File: config.mk
export PLATFORM = sky130hd
export DESIGN_NAME = i2s_port
export DESIGN_NICKNAME = d
export VERILOG_FILES = /design/src/rtl/i2s_pkg.sv /design/src/rtl/i2s_bclk_gen.sv /design/src/rtl/i2s_sync.sv /design/src/rtl/i2s_frame.sv /design/src/rtl/i2s_rx.sv /design/src/rtl/i2s_tx.sv /design/src/rtl/i2s_port.sv
export SDC_FILE = /design/constraint.sdc
export NUM_CORES = 1
export LEC_CHECK = 0
export BUFFER_PORTS_ARGS = -buffer_cell sky130_fd_sc_hd__buf_4
export CORE_ASPECT_RATIO = 0.8
export CORE_MARGIN = 5
export CORE_UTILIZATION = 55
export CTS_CLUSTER_DIAMETER = 150
export DETAILED_ROUTE_END_ITERATION = 10
export HOLD_SLACK_MARGIN = 0.08
export PLACE_DENSITY = 0.76
export SETUP_SLACK_MARGIN = 0.4
export SLEW_MARGIN = 20
export SYNTH_ARGS = -nofsm -noshare
export SYNTH_HDL_FRONTEND = slang
export SYNTH_SLANG_ARGS = --single-unit
File: constraint.sdc
create_clock -name clk_i -period 6.7 [get_ports clk_i]
set_input_delay 1.675 -clock clk_i [delete_from_list [all_inputs] [get_ports clk_i]]
set_output_delay 1.675 -clock clk_i [all_outputs]
set_load 0.02 [all_outputs]
File: src/rtl/i2s_pkg.sv
package i2s_pkg;
  typedef enum logic {
    CH_A = 1'b0,
    CH_B = 1'b1
  } chan_e;
endpackage

File: src/rtl/i2s_bclk_gen.sv
module i2s_bclk_gen #(
  parameter int HALF_DIV = 4,
  parameter int SLOT_W   = 6
) (
  input  logic              clk_i,
  input  logic              rst_ni,
  input  logic              en_i,
  input  logic [SLOT_W-1:0] slots_i,
  output logic              sclk_o,
  output logic              ws_o
);
  localparam int DW = (HALF_DIV > 1) ? $clog2(HALF_DIV) : 1;
  localparam logic [DW-1:0] DIV_LAST = DW'(HALF_DIV - 1);

  logic [DW-1:0]     div_q;
  logic [SLOT_W-1:0] slot_q;

  always_ff @(posedge clk_i or negedge rst_ni) begin
    if (!rst_ni) begin
      div_q  <= '0;
      slot_q <= '0;
      sclk_o <= 1'b0;
      ws_o   <= 1'b0;
    end else if (!en_i) begin
      div_q  <= '0;
      slot_q <= '0;
      sclk_o <= 1'b0;
      ws_o   <= 1'b0;
    end else if (div_q == DIV_LAST) begin
      div_q  <= '0;
      sclk_o <= ~sclk_o;
      if (sclk_o) begin
        // falling edge: count one bit period, flip word-select at slot end
        if (slot_q == slots_i - 1'b1) begin
          slot_q <= '0;
          ws_o   <= ~ws_o;
        end else begin
          slot_q <= slot_q + 1'b1;
        end
      end
    end else begin
      div_q <= div_q + 1'b1;
    end
  end
endmodule

File: src/rtl/i2s_sync.sv
module i2s_sync (
  input  logic clk_i,
  input  logic rst_ni,
  input  logic sclk_i,
  input  logic ws_i,
  input  logic sd_i,
  output logic ws_o,
  output logic sd_o,
  output logic rise_o,
  output logic fall_o
);
  localparam int N = 3;

  logic [N-1:0] raw;
  logic [N-1:0] s1_q, s2_q;
  logic         sclk_d_q;

  assign raw = {sd_i, ws_i, sclk_i};

  for (genvar i = 0; i < N; i++) begin : g_bit
    always_ff @(posedge clk_i or negedge rst_ni) begin
      if (!rst_ni) begin
        s1_q[i] <= 1'b0;
        s2_q[i] <= 1'b0;
      end else begin
        s1_q[i] <= raw[i];
        s2_q[i] <= s1_q[i];
      end
    end
  end

  always_ff @(posedge clk_i or negedge rst_ni) begin
    if (!rst_ni) sclk_d_q <= 1'b0;
    else         sclk_d_q <= s2_q[0];
  end

  assign ws_o   = s2_q[1];
  assign sd_o   = s2_q[2];
  assign rise_o = s2_q[0] & ~sclk_d_q;
  assign fall_o = ~s2_q[0] & sclk_d_q;
endmodule

File: src/rtl/i2s_frame.sv
module i2s_frame
  import i2s_pkg::*;
(
  input  logic  clk_i,
  input  logic  rst_ni,
  input  logic  rise_i,
  input  logic  ws_i,
  output logic  start_o,
  output chan_e chan_o
);
  logic seen_q;
  logic ws_q;

  assign start_o = rise_i & seen_q & (ws_i != ws_q);

  always_ff @(posedge clk_i or negedge rst_ni) begin
    if (!rst_ni) begin
      seen_q <= 1'b0;
      ws_q   <= 1'b0;
      chan_o <= CH_A;
    end else if (rise_i) begin
      seen_q <= 1'b1;
      ws_q   <= ws_i;
      if (start_o) chan_o <= chan_e'(ws_i);
    end
  end
endmodule

File: src/rtl/i2s_rx.sv
module i2s_rx
  import i2s_pkg::*;
#(
  parameter int MAX_W = 24,
  parameter int CW    = 5
) (
  input  logic             clk_i,
  input  logic             rst_ni,
  input  logic             rise_i,
  input  logic             sd_i,
  input  logic             start_i,
  input  chan_e            chan_i,
  input  logic [CW-1:0]    width_i,
  output logic [MAX_W-1:0] left_o,
  output logic [MAX_W-1:0] right_o,
  output logic             valid_o
);
  logic [MAX_W-1:0] sh_q, sh_n, a_q;
  logic [CW-1:0]    cnt_q, cnt_n;
  logic             active_q, a_ok_q;
  logic             take, done;

  assign sh_n  = {sh_q[MAX_W-2:0], sd_i};
  assign cnt_n = cnt_q + 1'b1;
  assign take  = active_q && (cnt_q < width_i);
  assign done  = take && (cnt_n == width_i);

  always_ff @(posedge clk_i or negedge rst_ni) begin
    if (!rst_ni) begin
      sh_q     <= '0;
      a_q      <= '0;
      cnt_q    <= '0;
      active_q <= 1'b0;
      a_ok_q   <= 1'b0;
      left_o   <= '0;
      right_o  <= '0;
      valid_o  <= 1'b0;
    end else begin
      valid_o <= 1'b0;
      if (rise_i) begin
        // bit of the current channel first, then a possible new channel
        if (take) begin
          sh_q  <= sh_n;
          cnt_q <= cnt_n;
        end
        if (done) begin
          if (chan_i == CH_A) begin
            a_q    <= sh_n;
            a_ok_q <= 1'b1;
          end else if (a_ok_q) begin
            left_o  <= a_q;
            right_o <= sh_n;
            valid_o <= 1'b1;
            a_ok_q  <= 1'b0;
          end
        end
        if (start_i) begin
          sh_q     <= '0;
          cnt_q    <= '0;
          active_q <= 1'b1;
        end
      end
    end
  end
endmodule

File: src/rtl/i2s_tx.sv
module i2s_tx
  import i2s_pkg::*;
#(
  parameter int MAX_W = 24,
  parameter int CW    = 5
) (
  input  logic             clk_i,
  input  logic             rst_ni,
  input  logic             fall_i,
  input  logic             start_i,
  input  logic             ws_i,
  input  chan_e            chan_i,
  input  logic [CW-1:0]    width_i,
  input  logic [MAX_W-1:0] left_i,
  input  logic [MAX_W-1:0] right_i,
  output logic             sd_o
);
  logic [MAX_W-1:0] shl_q, shr_q, cur_q, word;
  logic [CW-1:0]    rem_q;
  logic             pend_q;

  assign word = (chan_i == CH_A) ? shl_q : shr_q;

  always_ff @(posedge clk_i or negedge rst_ni) begin
    if (!rst_ni) begin
      shl_q  <= '0;
      shr_q  <= '0;
      cur_q  <= '0;
      rem_q  <= '0;
      pend_q <= 1'b0;
      sd_o   <= 1'b0;
    end else begin
      if (start_i) begin
        pend_q <= 1'b1;
        if (!ws_i) begin
          shl_q <= left_i;
          shr_q <= right_i;
        end
      end else if (fall_i) begin
        pend_q <= 1'b0;
        if (pend_q) begin
          cur_q <= word;
          sd_o  <= word[width_i - 1'b1];
          rem_q <= width_i - 1'b1;
        end else if (rem_q != '0) begin
          sd_o  <= cur_q[rem_q - 1'b1];
          rem_q <= rem_q - 1'b1;
        end else begin
          sd_o <= 1'b0;
        end
      end
    end
  end
endmodule

File: src/rtl/i2s_port.sv
module i2s_port
  import i2s_pkg::*;
#(
  parameter int MAX_W    = 24,
  parameter int SLOT_W   = 6,
  parameter int HALF_DIV = 4,
  localparam int CW      = $clog2(MAX_W + 1)
) (
  input  logic              clk_i,
  input  logic              rst_ni,
  input  logic              cfg_master_i,
  input  logic [CW-1:0]     cfg_width_i,
  input  logic [SLOT_W-1:0] cfg_slots_i,
  input  logic              sclk_i,
  input  logic              ws_i,
  input  logic              sd_i,
  output logic              sclk_o,
  output logic              ws_o,
  output logic              sd_o,
  input  logic [MAX_W-1:0]  tx_left_i,
  input  logic [MAX_W-1:0]  tx_right_i,
  output logic [MAX_W-1:0]  rx_left_o,
  output logic [MAX_W-1:0]  rx_right_o,
  output logic              rx_valid_o
);
  logic  line_sclk, line_ws;
  logic  ws_s, sd_s, rise_evt, fall_evt;
  logic  frm_start;
  chan_e frm_chan;

  i2s_bclk_gen #(.HALF_DIV(HALF_DIV), .SLOT_W(SLOT_W)) u_gen (
    .clk_i  (clk_i),
    .rst_ni (rst_ni),
    .en_i   (cfg_master_i),
    .slots_i(cfg_slots_i),
    .sclk_o (sclk_o),
    .ws_o   (ws_o)
  );

  // master timing goes through the same synchronizer as the slave inputs
  assign line_sclk = cfg_master_i ? sclk_o : sclk_i;
  assign line_ws   = cfg_master_i ? ws_o   : ws_i;

  i2s_sync u_sync (
    .clk_i (clk_i),
    .rst_ni(rst_ni),
    .sclk_i(line_sclk),
    .ws_i  (line_ws),
    .sd_i  (sd_i),
    .ws_o  (ws_s),
    .sd_o  (sd_s),
    .rise_o(rise_evt),
    .fall_o(fall_evt)
  );

  i2s_frame u_frame (
    .clk_i  (clk_i),
    .rst_ni (rst_ni),
    .rise_i (rise_evt),
    .ws_i   (ws_s),
    .start_o(frm_start),
    .chan_o (frm_chan)
  );

  i2s_rx #(.MAX_W(MAX_W), .CW(CW)) u_rx (
    .clk_i  (clk_i),
    .rst_ni (rst_ni),
    .rise_i (rise_evt),
    .sd_i   (sd_s),
    .start_i(frm_start),
    .chan_i (frm_chan),
    .width_i(cfg_width_i),
    .left_o (rx_left_o),
    .right_o(rx_right_o),
    .valid_o(rx_valid_o)
  );

  i2s_tx #(.MAX_W(MAX_W), .CW(CW)) u_tx (
    .clk_i  (clk_i),
    .rst_ni (rst_ni),
    .fall_i (fall_evt),
    .start_i(frm_start),
    .ws_i   (ws_s),
    .chan_i (frm_chan),
    .width_i(cfg_width_i),
    .left_i (tx_left_i),
    .right_i(tx_right_i),
    .sd_o   (sd_o)
  );
endmodule

==> results of run 1 <==
## routing by layer
layer	up-vias	part of all wire [%]	routed length, µm	track usage (%)
met5	-	0	0	0
li1	2693	-	-	-
met4	0	1.7	313	4.21
met2	149	47	8660	30.6
met1	2965	46	8400	29.0
met3	27	5.1	930	3.75
## worst min-delay path by stage
stage | start | endpoint | slack (ns) | depth (start not counted)
5_1_grt | u_sync.s1_q[0] | u_sync.s2_q[0] | 0.36 | 0
3_3_place_gp | u_sync.s1_q[2] | u_sync.sd_o | 0.34 | 0
2_1_floorplan | u_sync.s1_q[0] | u_sync.s2_q[0] | 0.33 | 0
6_report | u_sync.s1_q[2] | u_sync.sd_o | 0.35 | 0
4_1_cts | u_sync.s1_q[2] | u_sync.sd_o | 0.35 | 0
3_5_place_dp | u_sync.s1_q[2] | u_sync.sd_o | 0.34 | 0
## registers in the layout, summed over array words and instances, names as in the netlist, 6 cells and up
name,count
u_tx.shr_q,24
u_gen.slot_q,6
u_rx.right_o,24
u_rx.left_o,24
u_rx.a_q,24
u_tx.shl_q,24
u_rx.sh_q,23
u_tx.cur_q,24
## power groups by stage
stage	clock [µW]	sequential, µW	combinational [µW]
CTS	1060	1760	869
floorplan	0	1670	667
global route	1110	1800	958
finish	1030	1760	862
global placement	0	1760	831
detailed placement	0	1770	861
## synth_stat cells (4+ instances only)
master	count
sky130_fd_sc_hd__mux2_4	9
sky130_fd_sc_hd__mux2i_1	50
sky130_fd_sc_hd__nor2b_1	7
sky130_fd_sc_hd__buf_2	11
sky130_fd_sc_hd__ha_1	11
sky130_fd_sc_hd__inv_1	19
sky130_fd_sc_hd__and2_1	5
sky130_fd_sc_hd__mux2_2	115
sky130_fd_sc_hd__nor3_1	9
sky130_fd_sc_hd__nand2b_1	6
sky130_fd_sc_hd__mux4_2	19
sky130_fd_sc_hd__xor2_1	8
sky130_fd_sc_hd__nor2_1	40
sky130_fd_sc_hd__dfrtp_1	202
sky130_fd_sc_hd__xnor2_1	15
sky130_fd_sc_hd__a21oi_1	12
sky130_fd_sc_hd__o21ai_0	39
sky130_fd_sc_hd__nor4_1	4
sky130_fd_sc_hd__a21o_1	5
sky130_fd_sc_hd__nand3_1	11
sky130_fd_sc_hd__nand2_1	40
sky130_fd_sc_hd__clkbuf_1	20
## cells by family (layout without fill, tap and decap cells)
family,after synthesis,count (layout)
AOI/OAI and AO/OA,73,73
and+or+nand+nor,136,136
muxes,193,193
xor gates and xnor gates,23,23
buffers and inverters,53,177
DFF,202,202
adders and majority gates,11,11
## worst reg2reg max path, delay by kind of cell (launching register included)
family / cells / cell delay [ns]
and+or+nand+nor: 2 / 0.23
DFF: 1 / 0.42
AOI/OAI and AO/OA: 3 / 0.73
muxes: 1 / 0.47
buffers and inverters: 1 / 0.53
adders and majority gates: 1 / 0.29
## area by class of cell
| cell class | instances | area [µm²] | share of cell area [%] |
|---|---|---|---|
| Clock buffer | 29 | 554 | 5.16 |
| Sequential cell | 202 | 5060 | 47.1 |
| Timing Repair Buffer | 124 | 937 | 8.73 |
| Multi-Input combinational cell | 436 | 3800 | 35.4 |
| Tap cell | 220 | 275 | 2.56 |
| Inverter | 19 | 71.3 | 0.664 |
| Clock inverter | 5 | 42.5 | 0.396 |
## stage by stage
stage                     hold slack [ns]  worst slack (ns)  utilization (%)  power, µW
after floorplan                     0.331              2.99                -       2340
after global placement              0.337              2.61             62.0       2590
after detailed placement            0.339              2.50             62.0       2640
after CTS                           0.354              3.02             65.7       3680
after global routing                0.364              2.79             65.7       3860
final                               0.351              2.99             65.7       3650
## placed cells by master (no fill, tap or decap), drive strengths merged, types with 2 or more instances in the layout
cell type	Yosys	final
o21ai	39	39
clkbuf	20	30
a211oi	2	2
xor2	8	8
inv	19	20
ha	11	11
nand2b	6	6
buf	14	123
xnor2	15	15
nor4	4	4
nand3	11	11
and2	5	5
o221ai	2	2
mux2i	50	50
a2111oi	2	2
or3	3	3
dfrtp	202	202
nor2b	7	7
nor3	9	9
a21oi	12	12
a21o	5	5
nand4b	2	2
or2	2	2
o311ai	2	2
mux2	124	124
mux4	19	19
nor2	40	40
nor3b	3	3
clkinv	0	3
nand2	40	40
==> results.rst, run 1 <==
.. list-table::
   :header-rows: 1

   * - Metric
     - Value
   * - Arrival time at the worst endpoint
     - 4.08 ns
   * - Global-route congestion overflow total
     - 0
   * - Std-Cell Core Area
     - 16300 µm²
   * - Post-synth net total
     - 767
   * - Main combinational cell family by area after synthesis
     - multiplexers
   * - NetSw
     - 1080 µW
   * - Ratio of cells with drive above 1 in the final layout
     - 37.2%
   * - List of cells traversed by the critical path
     - buf_4 > inv_1 > ha_1 > nor2b_1 > o21ai_0 > a21oi_1 > a2111oi_2 > nand3_2 > buf_4 > mux2_2
   * - Maximum clock rate
     - 269 MHz
   * - Sw Ratio
     - 29.6%
   * - Number of buffers added by the clock tree synthesis step
     - 20
   * - CP Max Fanout
     - 49
   * - HP Class
     - flip-flop to flip-flop
   * - H-tree Lvls
     - 1
   * - Cell row count
     - 42
   * - Required time of the critical path
     - 7.07 ns
   * - Fill count
     - 1201
   * - Ratio of total power to cell area
     - 340 nW/µm²
   * - Sequential share of the synthesized area
     - 55.8%
   * - Number of primary I/O pins
     - 117
   * - Setup TNS Final
     - 0 ns
   * - Sequential cell fraction of total power
     - 48.2%
   * - Total of hold buffers inserted after clock tree synthesis
     - 0
   * - Clock tree from TritonCTS
     - built
   * - Buffers added on ports
     - 116
   * - Initial DRC count
     - 396
   * - Number of antenna cells inserted
     - 0
   * - Max-Cap Viols
     - 0
   * - R2R Path End
     - u_rx.right_o[13]
   * - Simple-gate share of the synthesized area
     - 7.07%
   * - R2r worst-path depth
     - 8
   * - Largest stage delay on the critical path
     - 0.53 ns
   * - Int Power
     - 2570 µW
   * - Die ar.
     - 19200 µm²
   * - Count of cell types in the netlist
     - 46
   * - Drt first pass iters
     - 4
   * - Flip-flop and latch count after synthesis
     - 202
   * - Proportion of synthesized area in mux cells
     - 26.0%
   * - Top delay family on crit path
     - compound AO/OA/AOI/OAI gates
   * - Count of cell instances traversed by the critical path
     - 10
   * - Post-detailed-routing wire length
     - 18.3 mm
   * - Startpoint of the lowest-slack register-to-register path
     - u_rx.cnt_q[1]
   * - Total of warnings raised by yosys
     - 0
   * - Fraction of synthesized cell area in xor and xnor cells
     - 2.22%
   * - Instance count of the mapped netlist
     - 691
   * - Total non-filler cell area in the finished layout
     - 10700 µm²
   * - Top flip-flop cell by instance count after synthesis
     - sky130_fd_sc_hd__dfrtp_1
   * - Global routing usage summed across all routing layers
     - 19.6%
   * - Yosys top cell area share
     - 55.8%
   * - Fin. Hold Viols
     - 0
   * - Cell types occupying the most area after synthesis
     - sky130_fd_sc_hd__dfrtp_1 (56%), sky130_fd_sc_hd__mux2_2 (14%), sky130_fd_sc_hd__mux2i_1 (5.5%)
   * - Skew-Pair Late Insertion Delay
     - 0.50 ns
   * - Vias in the first global route
     - 6096
   * - Largest voltage drop on the vdd net
     - 0.229 mV
   * - Initial antenna violation count
     - 0
   * - Post-route clock period utilization
     - 55.4%
   * - Routability Congestion
     - 0.905
   * - DRC
     - 0
   * - Fin Clk Skew
     - 0.0242 ns
   * - Run status
     - complete, no violations
   * - Register clock-pin slew on the reported worst setup and hold paths
     - 0.06 ns
   * - Routed length per placed instance
     - 17.7 µm
   * - Pins Over Slew Limit
     - 0
   * - Count of final setup violators
     - 0
   * - Compound-Gate Fraction of Synth Area
     - 4.89%
   * - Area post-placement
     - 10100 µm²
   * - Avg Vias per Cell
     - 5.64
   * - Share of power burned in the clock network
     - 28.2%
   * - Critical-path top delay cell
     - sky130_fd_sc_hd__buf_4
   * - Clock sink count
     - 202
   * - Slew Limit Headroom
     - 34.5%
   * - Kind of capture point of the worst setup path
     - flip-flop
   * - Static Leak
     - 0.00536 µW
   * - Adder-cell share of the synthesized area
     - 1.52%
   * - Worst setup slack for register-to-register paths
     - 3.93 ns
   * - DRT antenna net count
     - 0
   * - Initial cell density of the core
     - 55.5%
   * - Setup repair after global routing missed its margin
     - false
   * - Root Buffer
     - sky130_fd_sc_hd__clkbuf_16
   * - Number of buffers on the longest clock path
     - 3
   * - Combinational group share of total power
     - 23.6%
   * - Crit. Startpoint
     - cfg_width_i[1]
   * - Cell accounting for the most synthesized area
     - sky130_fd_sc_hd__dfrtp_1
   * - Number of vias in the routed layout
     - 5834
   * - Final nets
     - 879
   * - Placed cell count
     - 1001
   * - Wire length of the first global-routing pass
     - 31.5 mm
   * - Tightest Pin Transition
     - 0.981 ns
   * - Average size of a mapped cell
     - 13.1 µm²
   * - Total buffers and inverters traversed by the critical path
     - 3
   * - Chip height
     - 125 µm
   * - Type of the worst setup path
     - primary input to flip-flop
   * - Total standard cell area after synthesis
     - 9060 µm²
   * - Worst path most repeated cell
     - sky130_fd_sc_hd__buf_4
   * - Area Overhead vs Synth
     - 18.5%
   * - Final critical path time including I/O delays and setup
     - 3.71 ns
   * - Critical Path Start Type
     - primary input
   * - Detail Placement HPWL
     - 12.7 mm
   * - Setup bufs post-CTS
     - 0
   * - Largest net degree at the start of global routing
     - 79
   * - Horizontal extent of the die
     - 154 µm
   * - Async set-or-reset flop fraction in the synthesized netlist
     - 100%
   * - Destination of the critical timing path
     - u_rx.right_o[13]
   * - Number of enable-type register cells in the synthesized netlist
     - 0
   * - Post-cts resize count
     - 0
   * - Final cell count without fillers
     - 1035
No activity file was read; power rests on OpenSTA's default activity.
==> run 2, diff against run 1 <==
--- a/config.mk
+++ b/config.mk
@@ -5,6 +5,7 @@
 export SDC_FILE = /design/constraint.sdc
 export NUM_CORES = 1
 export LEC_CHECK = 0
+export ABC_AREA = 1
 export BUFFER_PORTS_ARGS = -buffer_cell sky130_fd_sc_hd__buf_4
 export CORE_ASPECT_RATIO = 0.8
 export CORE_MARGIN = 5
==> constraint.sdc (replaced) <==
create_clock -name clk_i -period 3.5 [get_ports clk_i]
set_input_delay 0.875 -clock clk_i [delete_from_list [all_inputs] [get_ports clk_i]]
set_output_delay 0.875 -clock clk_i [all_outputs]
set_load 0.02 [all_outputs]
==> run 2 against run 1 <==
  * Clock skew is 0.0034 ns lower
  * Final cell count increased by 35%
  * Hold slack worse by 0.0012 ns
  * First-iteration DRC count increased by 58%
  * Critical path depth is 1 higher
  * Register-to-register slack got worse by 2.9 ns
  * Synthesized area grew 3.8%
  * Sequential power is 99% higher
  * Core utilization grew 1.4 points
==> results.rst, run 2 <==
.. list-table::
   :header-rows: 1

   * - Metric
     - Value
   * - Run status
     - complete, no violations
   * - Hold worst-path end
     - u_sync.ws_o
   * - Post-cts resize count
     - 0
   * - Post-detailed-routing wire length
     - 22.4 mm
   * - Initial cell density of the core
     - 56.5%
   * - Pins Over Slew Limit
     - 0
   * - Post-route clock period utilization
     - 71.2%
   * - Routed length per placed instance
     - 16.0 µm
   * - Vias in the first global route
     - 7427
   * - Largest net degree at the start of global routing
     - 83
   * - Setup bufs post-CTS
     - 0
   * - HP Class
     - flip-flop to flip-flop
   * - Static Leak
     - 0.00575 µW
   * - Count of final setup violators
     - 0
   * - Sequential share of the synthesized area
     - 53.7%
   * - Core occupancy in the finished layout
     - 67.1%
   * - Setup TNS Final
     - 0 ns
   * - Root Buffer
     - sky130_fd_sc_hd__clkbuf_16
   * - Clock sink count
     - 202
   * - Die ar.
     - 19800 µm²
   * - Drt first pass iters
     - 5
   * - Total standard cell area after synthesis
     - 9410 µm²
   * - Setup repair after global routing missed its margin
     - false
   * - Most frequent cells in the layout
     - sky130_fd_sc_hd__nand2_1 (293), sky130_fd_sc_hd__dfrtp_1 (202), sky130_fd_sc_hd__nand3_1 (139)
   * - Count of cell types in the netlist
     - 34
   * - Kind of capture point of the worst setup path
     - flip-flop
   * - Critical Path Start Type
     - primary input
   * - Avg Vias per Cell
     - 5.51
   * - Yosys top cell area share
     - 53.7%
   * - Most common cell in the netlist
     - sky130_fd_sc_hd__nand2_1
   * - Register clock-pin slew on the reported worst setup and hold paths
     - 0.06 ns
   * - R2r worst-path depth
     - 11
   * - Fin Clk Skew
     - 0.0208 ns
   * - Final nets
     - 1241
   * - Global routing usage summed across all routing layers
     - 22.6%
   * - Commonest cells post-synth
     - sky130_fd_sc_hd__nand2_1 (293), sky130_fd_sc_hd__dfrtp_1 (202), sky130_fd_sc_hd__nand3_1 (139)
   * - Cell types occupying the most area after synthesis
     - sky130_fd_sc_hd__dfrtp_1 (54%), sky130_fd_sc_hd__nand2_1 (12%), sky130_fd_sc_hd__nand3_1 (7.4%)
   * - Flip-flop and latch count after synthesis
     - 202
   * - DRC
     - 0
   * - Number of enable-type register cells in the synthesized netlist
     - 0
   * - Ratio of total power to cell area
     - 751 nW/µm²
   * - Number of primary I/O pins
     - 117
   * - Number of buffers on the longest clock path
     - 3
   * - Slew Limit Headroom
     - 43.5%
   * - Total of hold buffers inserted after clock tree synthesis
     - 0
   * - Initial DRC count
     - 624
   * - Average size of a mapped cell
     - 8.85 µm²
   * - Max-Cap Viols
     - 0
   * - Detail Placement HPWL
     - 15.4 mm
   * - H-tree Lvls
     - 1
   * - R2R Path End
     - u_rx.left_o[8]
   * - Clock tree from TritonCTS
     - built
   * - Initial antenna violation count
     - 0
   * - Maximum clock rate
     - 401 MHz
   * - CP Max Fanout
     - 46
   * - Fill count
     - 1353
   * - Cell accounting for the most synthesized area
     - sky130_fd_sc_hd__dfrtp_1
   * - DRT antenna net count
     - 0
   * - Buffers added on ports
     - 116
   * - Wire length of the first global-routing pass
     - 37.3 mm
   * - Startpoint of the lowest-slack register-to-register path
     - u_rx.cnt_q[1]
   * - Ratio of cells with drive above 1 in the final layout
     - 18.9%
   * - Area post-placement
     - 10500 µm²
   * - Worst setup slack for register-to-register paths
     - 1.06 ns
   * - Number of vias in the routed layout
     - 7699
   * - Final critical path time including I/O delays and setup
     - 2.49 ns
   * - Post-layout power
     - 8400 µW
   * - Total of warnings raised by yosys
     - 0
   * - Horizontal extent of the die
     - 156 µm
   * - Number of antenna cells inserted
     - 0
   * - Arrival time at the worst endpoint
     - 2.88 ns
   * - Global-route congestion overflow total
     - 0
   * - Cell row count
     - 42
   * - Post-synth net total
     - 1139
   * - Area Overhead vs Synth
     - 18.9%
   * - Number of buffers added by the clock tree synthesis step
     - 21
   * - Type of the worst setup path
     - primary input to flip-flop
   * - Largest voltage drop on the vdd net
     - 0.454 mV
   * - Total non-filler cell area in the finished layout
     - 11200 µm²
   * - Hold Crit Start
     - u_sync.s1_q[1]
   * - Most common cell after layout, fill and taps aside
     - sky130_fd_sc_hd__nand2_1
   * - Async set-or-reset flop fraction in the synthesized netlist
     - 100%
   * - Routability Congestion
     - 0.889
   * - Worst hold stages
     - 0
   * - Instance count of the mapped netlist
     - 1063
   * - Required time of the critical path
     - 3.89 ns
   * - Chip height
     - 127 µm
   * - Worst hold margin
     - 0.350 ns
   * - Skew-Pair Late Insertion Delay
     - 0.49 ns
   * - Fin. Hold Viols
     - 0
   * - Tightest Pin Transition
     - 0.847 ns
   * - Top flip-flop cell by instance count after synthesis
     - sky130_fd_sc_hd__dfrtp_1
   * - Std-Cell Core Area
     - 16700 µm²
-- run 2: logic make-up (layout without fill, tap and decap cells) --
logic type | after synthesis | after routing | synth area share, %
compound gates | 85 | 85 | 5.12
mux | 48 | 48 | 5.74
xor+xnor | 21 | 21 | 2.10
flops | 202 | 202 | 53.7
simple gates | 518 | 518 | 24.3
fa+ha+maj | 11 | 11 | 1.46
buf+inv | 178 | 292 | 7.61
-- run 2: worst max-delay path by stage --
stage	endpoint	depth (start not counted)	slack [ns]	start
5_1_grt	u_rx.a_q[9]	12	0.79	cfg_width_i[2]
3_3_place_gp	u_rx.right_o[9]	11	0.63	cfg_width_i[0]
6_report	u_rx.sh_q[4]	11	1.01	cfg_width_i[2]
2_1_floorplan	u_rx.left_o[23]	9	0.95	cfg_width_i[2]
4_1_cts	u_rx.a_q[15]	12	1.03	cfg_width_i[2]
3_5_place_dp	u_rx.a_q[1]	12	0.56	cfg_width_i[2]
-- run 2: where the power goes --
| part | switching (µW) | internal [µW] | leakage (µW) |
|---|---|---|---|
| sequential | 455 | 3050 | 0.00251 |
| combinational | 1640 | 1030 | 0.00290 |
| clock | 866 | 1370 | 0.000345 |
| total | 2960 | 5450 | 0.00575 |
-- run 2: metrics by stage --
step | setup WS (ns) | instances
after global routing | 0.791 | 1397
after CTS | 1.03 | 1397
after floorplan | 0.953 | 1063
after detailed placement | 0.558 | 1362
final | 1.01 | 1397
after global placement | 0.627 | 1362
-- run 2: area by class of cell --
class / count / area, µm² / share of cell area (%)
clock buffer: 30 / 619 / 5.54
clock inverter: 5 / 75.1 / 0.671
inverter: 123 / 462 / 4.13
multi-input combinational: 683 / 3660 / 32.7
sequential: 202 / 5050 / 45.2
tap: 220 / 275 / 2.46
timing repair buffer: 134 / 1040 / 9.27
-- run 2: critical path, stage by stage --
cell                      delay, ns
sky130_fd_sc_hd__buf_4         0.12
sky130_fd_sc_hd__inv_1         0.13
sky130_fd_sc_hd__ha_1          0.27
sky130_fd_sc_hd__a21oi_1       0.13
sky130_fd_sc_hd__o21ai_1       0.10
sky130_fd_sc_hd__nor3_4        0.20
sky130_fd_sc_hd__nand2_1       0.20
sky130_fd_sc_hd__nand2_1       0.20
sky130_fd_sc_hd__buf_4         0.40
sky130_fd_sc_hd__nand3_1       0.11
sky130_fd_sc_hd__o21ai_0       0.13
-- run 2: per-layer routing --
layer / GRT usage [%] / vias up / wire (µm)
li1: - / 3656 / -
met2: 33.0 / 231 / 9810
met1: 35.9 / 3787 / 10800
met3: 4.26 / 25 / 1490
met4: 3.83 / 0 / 284
met5: 0 / - / 0
